[src/rtl/bcd_addsub_pkg.sv]
`timescale 1ns/1ps
package bcd_addsub_pkg;
  localparam int DIGIT_W = 4;
  localparam int DIGIT_MAX = 9;

  typedef enum logic [1:0] {
    MODE_ADD   = 2'd0,
    MODE_XSUBY = 2'd1,
    MODE_YSUBX = 2'd2,
    MODE_IDLE  = 2'd3
  } mode_e;
endpackage

[src/rtl/bcd_digit_cell.sv]
`timescale 1ns/1ps
module bcd_digit_cell #(
  parameter int W = bcd_addsub_pkg::DIGIT_W
) (
  input  logic [W-1:0] dig_a,
  input  logic [W-1:0] dig_b,
  input  logic         cin,
  input  logic         do_sub,
  output logic [W-1:0] dig_o,
  output logic         cout
);
  localparam logic [W:0] LIMIT = (W+1)'(bcd_addsub_pkg::DIGIT_MAX);
  localparam logic [W-1:0] ADD_FIX = W'(6);
  localparam logic [W-1:0] SUB_FIX = W'(10);

  logic [W:0] raw_sum;
  logic [W:0] raw_dif;

  always_comb begin
    raw_sum = {1'b0, dig_a} + {1'b0, dig_b} + {{W{1'b0}}, cin};
    raw_dif = {1'b0, dig_a} - {1'b0, dig_b} - {{W{1'b0}}, cin};
    dig_o   = '0;
    cout    = 1'b0;
    if (do_sub) begin
      if (raw_dif[W]) begin
        dig_o = raw_dif[W-1:0] + SUB_FIX;
        cout  = 1'b1;
      end else begin
        dig_o = raw_dif[W-1:0];
      end
    end else begin
      if (raw_sum > LIMIT) begin
        dig_o = raw_sum[W-1:0] + ADD_FIX;
        cout  = 1'b1;
      end else begin
        dig_o = raw_sum[W-1:0];
      end
    end
  end

  always_comb begin
    if (int'(dig_a) <= bcd_addsub_pkg::DIGIT_MAX && int'(dig_b) <= bcd_addsub_pkg::DIGIT_MAX) begin

      if (!do_sub) begin
        digit_add_chk: assert (int'(dig_o) + 10 * int'(cout) == int'(dig_a) + int'(dig_b) + int'(cin));
      end

      if (do_sub) begin
        digit_sub_chk: assert (int'(dig_o) - 10 * int'(cout) == int'(dig_a) - int'(dig_b) - int'(cin));
      end

      digit_range_chk: assert (int'(dig_o) <= bcd_addsub_pkg::DIGIT_MAX);
    end
  end
endmodule

[src/rtl/bcd_operand_route.sv]
`timescale 1ns/1ps
module bcd_operand_route #(
  parameter int VW = 8
) (
  input  logic [VW-1:0] opnd_x,
  input  logic [VW-1:0] opnd_y,
  input  bcd_addsub_pkg::mode_e mode,
  output logic [VW-1:0] lhs,
  output logic [VW-1:0] rhs,
  output logic          do_sub,
  output logic          active
);
  import bcd_addsub_pkg::*;

  always_comb begin
    lhs    = opnd_x;
    rhs    = opnd_y;
    do_sub = 1'b0;
    active = 1'b1;
    unique case (mode)
      MODE_ADD:   ;
      MODE_XSUBY: do_sub = 1'b1;
      MODE_YSUBX: begin
        lhs    = opnd_y;
        rhs    = opnd_x;
        do_sub = 1'b1;
      end
      default:    active = 1'b0;
    endcase
  end
endmodule

[src/rtl/bcd_addsub2.sv]
`timescale 1ns/1ps
module bcd_addsub2 #(
  parameter int NDIG = 2
) (
  input  logic [NDIG*bcd_addsub_pkg::DIGIT_W-1:0] opnd_x,
  input  logic [NDIG*bcd_addsub_pkg::DIGIT_W-1:0] opnd_y,
  input  logic [1:0]                              mode,
  output logic [NDIG*bcd_addsub_pkg::DIGIT_W-1:0] result,
  output logic                                    carry_flag
);
  import bcd_addsub_pkg::*;
  localparam int W  = DIGIT_W;
  localparam int VW = NDIG * W;

  logic [VW-1:0] lhs, rhs, raw_res;
  logic          do_sub, active;
  logic [NDIG:0] chain;

  bcd_operand_route #(.VW(VW)) u_route (
    .opnd_x (opnd_x),
    .opnd_y (opnd_y),
    .mode   (mode_e'(mode)),
    .lhs    (lhs),
    .rhs    (rhs),
    .do_sub (do_sub),
    .active (active)
  );

  assign chain[0] = 1'b0;

  for (genvar g = 0; g < NDIG; g++) begin : g_digit
    bcd_digit_cell #(.W(W)) u_cell (
      .dig_a  (lhs[g*W +: W]),
      .dig_b  (rhs[g*W +: W]),
      .cin    (chain[g]),
      .do_sub (do_sub),
      .dig_o  (raw_res[g*W +: W]),
      .cout   (chain[g+1])
    );
  end

  always_comb begin
    result     = active ? raw_res : '0;
    carry_flag = active & chain[NDIG];
  end

  always_comb begin
    if (mode == 2'd3) begin

      idle_zero_chk: assert (result == '0 && carry_flag == 1'b0);
    end
  end
endmodule

[config.mk]
export PLATFORM = sky130hd
export DESIGN_NAME = bcd_addsub2
export DESIGN_NICKNAME = d
export VERILOG_FILES = /design/src/rtl/bcd_addsub_pkg.sv /design/src/rtl/bcd_digit_cell.sv /design/src/rtl/bcd_operand_route.sv /design/src/rtl/bcd_addsub2.sv
export SDC_FILE = /design/constraint.sdc
export NUM_CORES = 1
export LEC_CHECK = 0
export BUFFER_PORTS_ARGS = -buffer_cell sky130_fd_sc_hd__buf_2
export CORE_MARGIN = 3
export CORE_UTILIZATION = 30
export DETAILED_ROUTE_END_ITERATION = 16
export PLACE_DENSITY_LB_ADDON = 0.25
export RECOVER_POWER = 25
export SETUP_SLACK_MARGIN = 0.3
export SYNTH_ARGS = -nofsm -noshare
export SYNTH_HDL_FRONTEND = slang
export SYNTH_SLANG_ARGS = --single-unit
[constraint.sdc]
create_clock -name vclk -period 3.9
set_input_delay 0.195 -clock vclk [all_inputs]
set_output_delay 0.195 -clock vclk [all_outputs]
set_load 0.05 [all_outputs]
==> results of run 1 <==
worst max-delay path, stage by stage:
cell and delay, ns:
buf_8 0.09, inv_8 0.03, ha_4 0.17, nor3b_4 0.20
a21oi_2 0.05, ha_2 0.21, o31ai_4 0.25, and3_4 0.24
o21ai_2 0.07, fa_2 0.36, inv_2 0.07, fa_2 0.46
buf_6 0.14, nor2_2 0.11, a22oi_2 0.08, buf_4 0.15
nor2b_1 0.13, o21ai_2 0.08, a221oi_4 0.29, buf_6 0.20
final timing paths:
check / to / depth (start not counted)
worst min-delay path: result[0] / 4
worst max-delay path: result[7] / 20
metal layers:
metal / part of all wire [%] / vias up / GRT usage (%)
li1: - / 674 / -
met1: 46 / 642 / 18.4
met2: 49 / 33 / 22.9
met3: 4.0 / 2 / 0.421
met4: 0.27 / 0 / 1.46
met5: 0 / - / 0
cells in the final DEF, fill, tap and decap left out, types with 3 or more instances in the layout:
cell | netlist | layout
a211oi_1 | 3 | 3
a21o_1 | 3 | 3
a21oi_1 | 8 | 6
and3_1 | 5 | 3
buf_2 | 0 | 14
buf_4 | 1 | 22
buf_6 | 3 | 7
buf_8 | 0 | 4
fa_2 | 0 | 5
ha_1 | 16 | 9
ha_4 | 0 | 5
inv_1 | 17 | 12
inv_2 | 0 | 4
mux2_4 | 3 | 3
mux2i_1 | 8 | 7
nand2_1 | 4 | 3
nor2_1 | 8 | 6
nor2b_1 | 5 | 5
nor3_1 | 4 | 3
o211ai_1 | 3 | 3
o21a_1 | 3 | 3
o21ai_2 | 0 | 3
xnor2_1 | 5 | 4
power by group through the flow:
stage	combinational, µW	clock (µW)	sequential, µW
floorplan	407	0	0
global placement	506	0	0
detailed placement	516	0	0
CTS	587	0	0
global route	669	0	0
finish	629	0	0
kinds of logic after synthesis:
kind of cell	share of synthesized area (%)
AOI/OAI and AO/OA	28.8
xor gates and xnor gates	4.79
adders and majority gates	23.5
buffers and inverters	10.7
muxes	9.78
and+or+nand+nor	22.5
cell type report:
class	instances	share of cell area, %
multi-input combinational	133	72.9
timing repair buffer	49	20.1
inverter	17	3.75
tap	50	3.29
repair_timing:
action | CTS | global route
hold buffers | 0 | 0
setup endpoints to repair | 4 | 4
pin swaps | 22 | 12
buffers inserted | 6 | 6
gates resized for setup | 33 | 23
cloned | 0 | 0
through the flow:
stage / area (µm²) / hold WS [ns] / TNS [ns]
after global placement: 1590 / 0.965 / -0.000153
after detailed placement: 1590 / 0.971 / -0.110
after floorplan: 1390 / 0.865 / 0
after global routing: 1900 / 1.08 / -0.0267
after CTS: 1780 / 1.01 / 0
final: 1900 / 1.06 / 0
==> results.yml, run 1 <==
floorplan:
  row_count: 23
  start_util_pct: 31.5
  coreArea_mm2: 0.00406
  die_w_um: 71.3
  die_y_um: 71.3
  io_pins: 27
  die-area_mm2: 0.00508
placement:
  port_buffers: 27
  dpl.hpwl_um: 2840
  gp_congestion: 0.812
  pre_cts_ws_ns: -0.0770
  dp.cells: 237
logic_synthesis:
  syn_area_mm2: 0.00128
  synth_nets: 197
  synth_top_area_share_pct: 15.7
  syn_inst: 158
  syn_avg_cell_area_um2: 8.09
  yosysMostFrequentCell: "inv_1"
  netlist_top_cells_count: "inv_1 (17), ha_1 (16), a21oi_1 (8), mux2i_1 (8), nor2_1 (8)"
  synth.area.top_cells: "ha_1 (16%), fa_1 (7.8%), mux2i_1 (6.3%)"
  ys_types: 51
  synth-seq-area-share_pct: 0
  yosysWarningCount: 0
  synth_top_area_cell: "ha_1"
status:
  status: "complete, no violations"
power_and_ir_drop:
  p_sw_share_pct: 54.4
  pwr_density_cell_mw_per_mm2: 331
  leakage_uw: 0.000804
  power_uw: 629
  power_frac_seq_pct: 0
  combPwrFrac_pct: 100.0
  power_switching_uw: 343
  power.internal_uw: 287
  clkPwrFrac_pct: 0
  ir_worst_vdd_mv: 0.0947
worst_setup_path:
  crit_fanout: 3
  start_kind: "primary input"
  path_class: "in2out"
  critPathLaunch: "mode[0]"
  cp.required_ns: 3.70
  crit_arrival_ns: 3.57
  endpoint_kind: "primary output"
routing:
  vias: 1351
  totalWireLength_um: 3740
  drt_iter0_drc: 66
  wl_per_cell_um: 15.0
  routed_via_density: 5.43
  drc: 0
  detail-route-antenna-nets: 0
  dr.pass1.iters: 4
final_layout:
  seq_cells: 0
  fin_cells: 249
  area_growth_pct: 48.8
  drive_gt1_share_pct: 49.7
  final-seq-area_um2: 0
  utilization_pct: 46.9
  nClkBuffers: 0
  final_nets: 240
  antenna_cells: 0
  nFillCells: 371
  multi_input_area_mm2: 0.00139
sta:
  slew_violations: 0
  fin_crit_ns: 3.77
  period_share_pct: 96.6
  rsz0062_at_grt: "true"
  relSlewSlack_pct: 47.2
  hold_violations: 0
  worst_slew_pin_slew_ns: 0.791
  setup_viol: 0
  max_freq_mhz: 265
  setup_ws_ns: 0.133
global_route:
  grt_pass1_vias: 1271
  grt_pass1_wl_um: 5610
  grt-ovfl-total: 0
  grt_max_degree: 18
  antenna_found_initial: 0
  track_usage_pct: 13.0
min_path:
  hp-start: "opnd_y[0]"
  hold_class: "in2out"
flow_run:
  maxCapViolCount: 0
Note: power is estimated with default switching activity, not from simulation.
==> run 2, diff against run 1 <==
--- a/config.mk
+++ b/config.mk
@@ -7,7 +7,7 @@
 export LEC_CHECK = 0
 export BUFFER_PORTS_ARGS = -buffer_cell sky130_fd_sc_hd__buf_2
 export CORE_MARGIN = 3
-export CORE_UTILIZATION = 30
+export CORE_UTILIZATION = 55
 export DETAILED_ROUTE_END_ITERATION = 16
 export PLACE_DENSITY_LB_ADDON = 0.25
 export RECOVER_POWER = 25
==> run 2 against run 1 <==
Global-route usage increased by 21 points; total power increased by 10%; core utilization increased by 47 points; first-iteration DRC count unchanged; fmax decreased by 1.1%; final cell count decreased by 6.8%; sequential cell count unchanged; largest power group unchanged; worst hold slack improved by 0.022 ns.
==> results.yml, run 2 (synthesis gave the netlist of run 1 again) <==
status:
  status: "complete, no violations"
worst_setup_path:
  path_class: "in2out"
  cp.required_ns: 3.70
  endpoint_kind: "primary output"
  crit_fanout: 4
  slowest_stage: "fa_2"
  critPathLaunch: "opnd_x[1]"
  path_cells: "buf_4, ha_4, and3_4, or3_4, nand2_2, o211ai_1, o21ai_2, fa_2, inv_2, fa_2, inv_2, ha_4, a22oi_2, nor3b_4, mux2i_2, nor3_4, buf_6"
  crit_end: "result[5]"
  cp_slowest_stage_delay_ns: 0.56
  start_kind: "primary input"
  crit_arrival_ns: 3.61
placement:
  dpl.hpwl_um: 2960
  gp_congestion: 0.889
  placed_area_mm2: 0.00157
  port_buffers: 27
floorplan:
  io_pins: 27
  coreArea_mm2: 0.00208
  row_count: 16
  die_y_um: 54.2
  die-area_mm2: 0.00294
  start_util_pct: 61.4
  die_w_um: 54.2
sta:
  hold_violations: 0
  fin_crit_ns: 3.81
  slew_violations: 0
  worst_slew_pin_slew_ns: 0.799
  period_share_pct: 97.7
  max_freq_mhz: 263
  relSlewSlack_pct: 46.7
  rsz0062_at_grt: "true"
  setup_viol: 0
power_and_ir_drop:
  ir_worst_vdd_mv: 0.301
  combPwrFrac_pct: 100.0
  power_switching_uw: 389
  clkPwrFrac_pct: 0
  p_sw_share_pct: 56.0
  power.internal_uw: 306
  power_frac_seq_pct: 0
  pwr_density_cell_mw_per_mm2: 356
  leakage_uw: 0.000846
global_route:
  grt_max_degree: 18
  grt_pass1_vias: 1563
  grt_pass1_wl_um: 7320
  grt-ovfl-total: 0
  track_usage_pct: 34.1
  antenna_found_initial: 0
routing:
  detail-route-antenna-nets: 0
  routed_via_density: 6.81
  dr.pass1.iters: 5
  vias: 1579
  drt_iter0_drc: 66
  totalWireLength_um: 5240
  drc: 0
  wl_per_cell_um: 22.6
final_layout:
  final_common_cell: "buf_4"
  drive_gt1_share_pct: 53.7
  antenna_cells: 0
  nFillCells: 67
  final-seq-area_um2: 0
  mostFrequentLayoutCells: "buf_4 (29), buf_2 (14), inv_1 (13)"
  final_nets: 246
  nClkBuffers: 0
  fin_area_mm2: 0.00195
  utilization_pct: 93.9
  seq_cells: 0
  area_growth_pct: 52.8
flow_run:
  maxCapViolCount: 0
min_path:
  hold_class: "in2out"
clock_tree:
  holdBufCountCts: 0
## run 2: cell types whose count changed in the layout (fill, tap and decap cells not counted), sizes merged
cell / previous run / this run
buf: 47 / 53
## run 2: how the worst min path moves through the flow
stage,startpoint,end,slack (ns),depth (start not counted)
finish,opnd_x[0],result[0],1.08,4
global route,opnd_x[0],result[0],1.09,4
CTS,opnd_y[0],result[0],0.97,4
detailed placement,opnd_x[0],result[0],0.98,4
global placement,opnd_y[0],result[0],0.95,4
floorplan,opnd_y[0],result[0],0.86,2
## run 2: layout make-up
class	instances	area, µm²	share of cell area [%]
Multi-Input combinational cell	133	1430	73.0
Timing Repair Buffer	55	423	21.6
Inverter	17	71.3	3.65
Tap cell	27	33.8	1.73
## run 2: worst max-delay path, delay by kind of cell
family | cells | cell delay, ns
compound gates | 3 | 0.51
fa+ha+maj | 4 | 1.19
buf+inv | 4 | 0.42
mux | 1 | 0.30
simple gates | 5 | 0.99
## run 2: layer usage
metal / routed length, µm / share of wire (%) / global-route usage, %
met5: 0 / 0 / 0
met4: 251 / 4.8 / 11.6
met3: 551 / 11 / 4.36
met1: 2040 / 39 / 42.4
met2: 2390 / 46 / 60.0
## run 2: power by group through the flow
stage                     sequential [µW]  combinational (µW)  clock [µW]
after floorplan                         0                 407           0
after global placement                  0                 497           0
after detailed placement                0                 520           0
after CTS                               0                 609           0
after global routing                    0                 722           0
final                                   0                 695           0
## run 2: timing repair
action                                  in CTS  in global routing
endpoints found under the setup margin       4                  4
pin swaps                                   24                  4
setup buffers                               10                  7
resized for setup                           46                 13
## run 2: per-stage QoR
step	hold slack, ns	power [µW]	setup slack (ns)	cells	setup TNS [ns]
after CTS	0.969	609	0.212	225	0
after detailed placement	0.981	520	-0.0581	215	-0.116
final	1.08	695	0.0906	232	0
after global placement	0.954	497	0.0156	215	0
after global routing	1.09	722	-0.0233	232	-0.0233
after floorplan	0.865	407	0.222	158	0
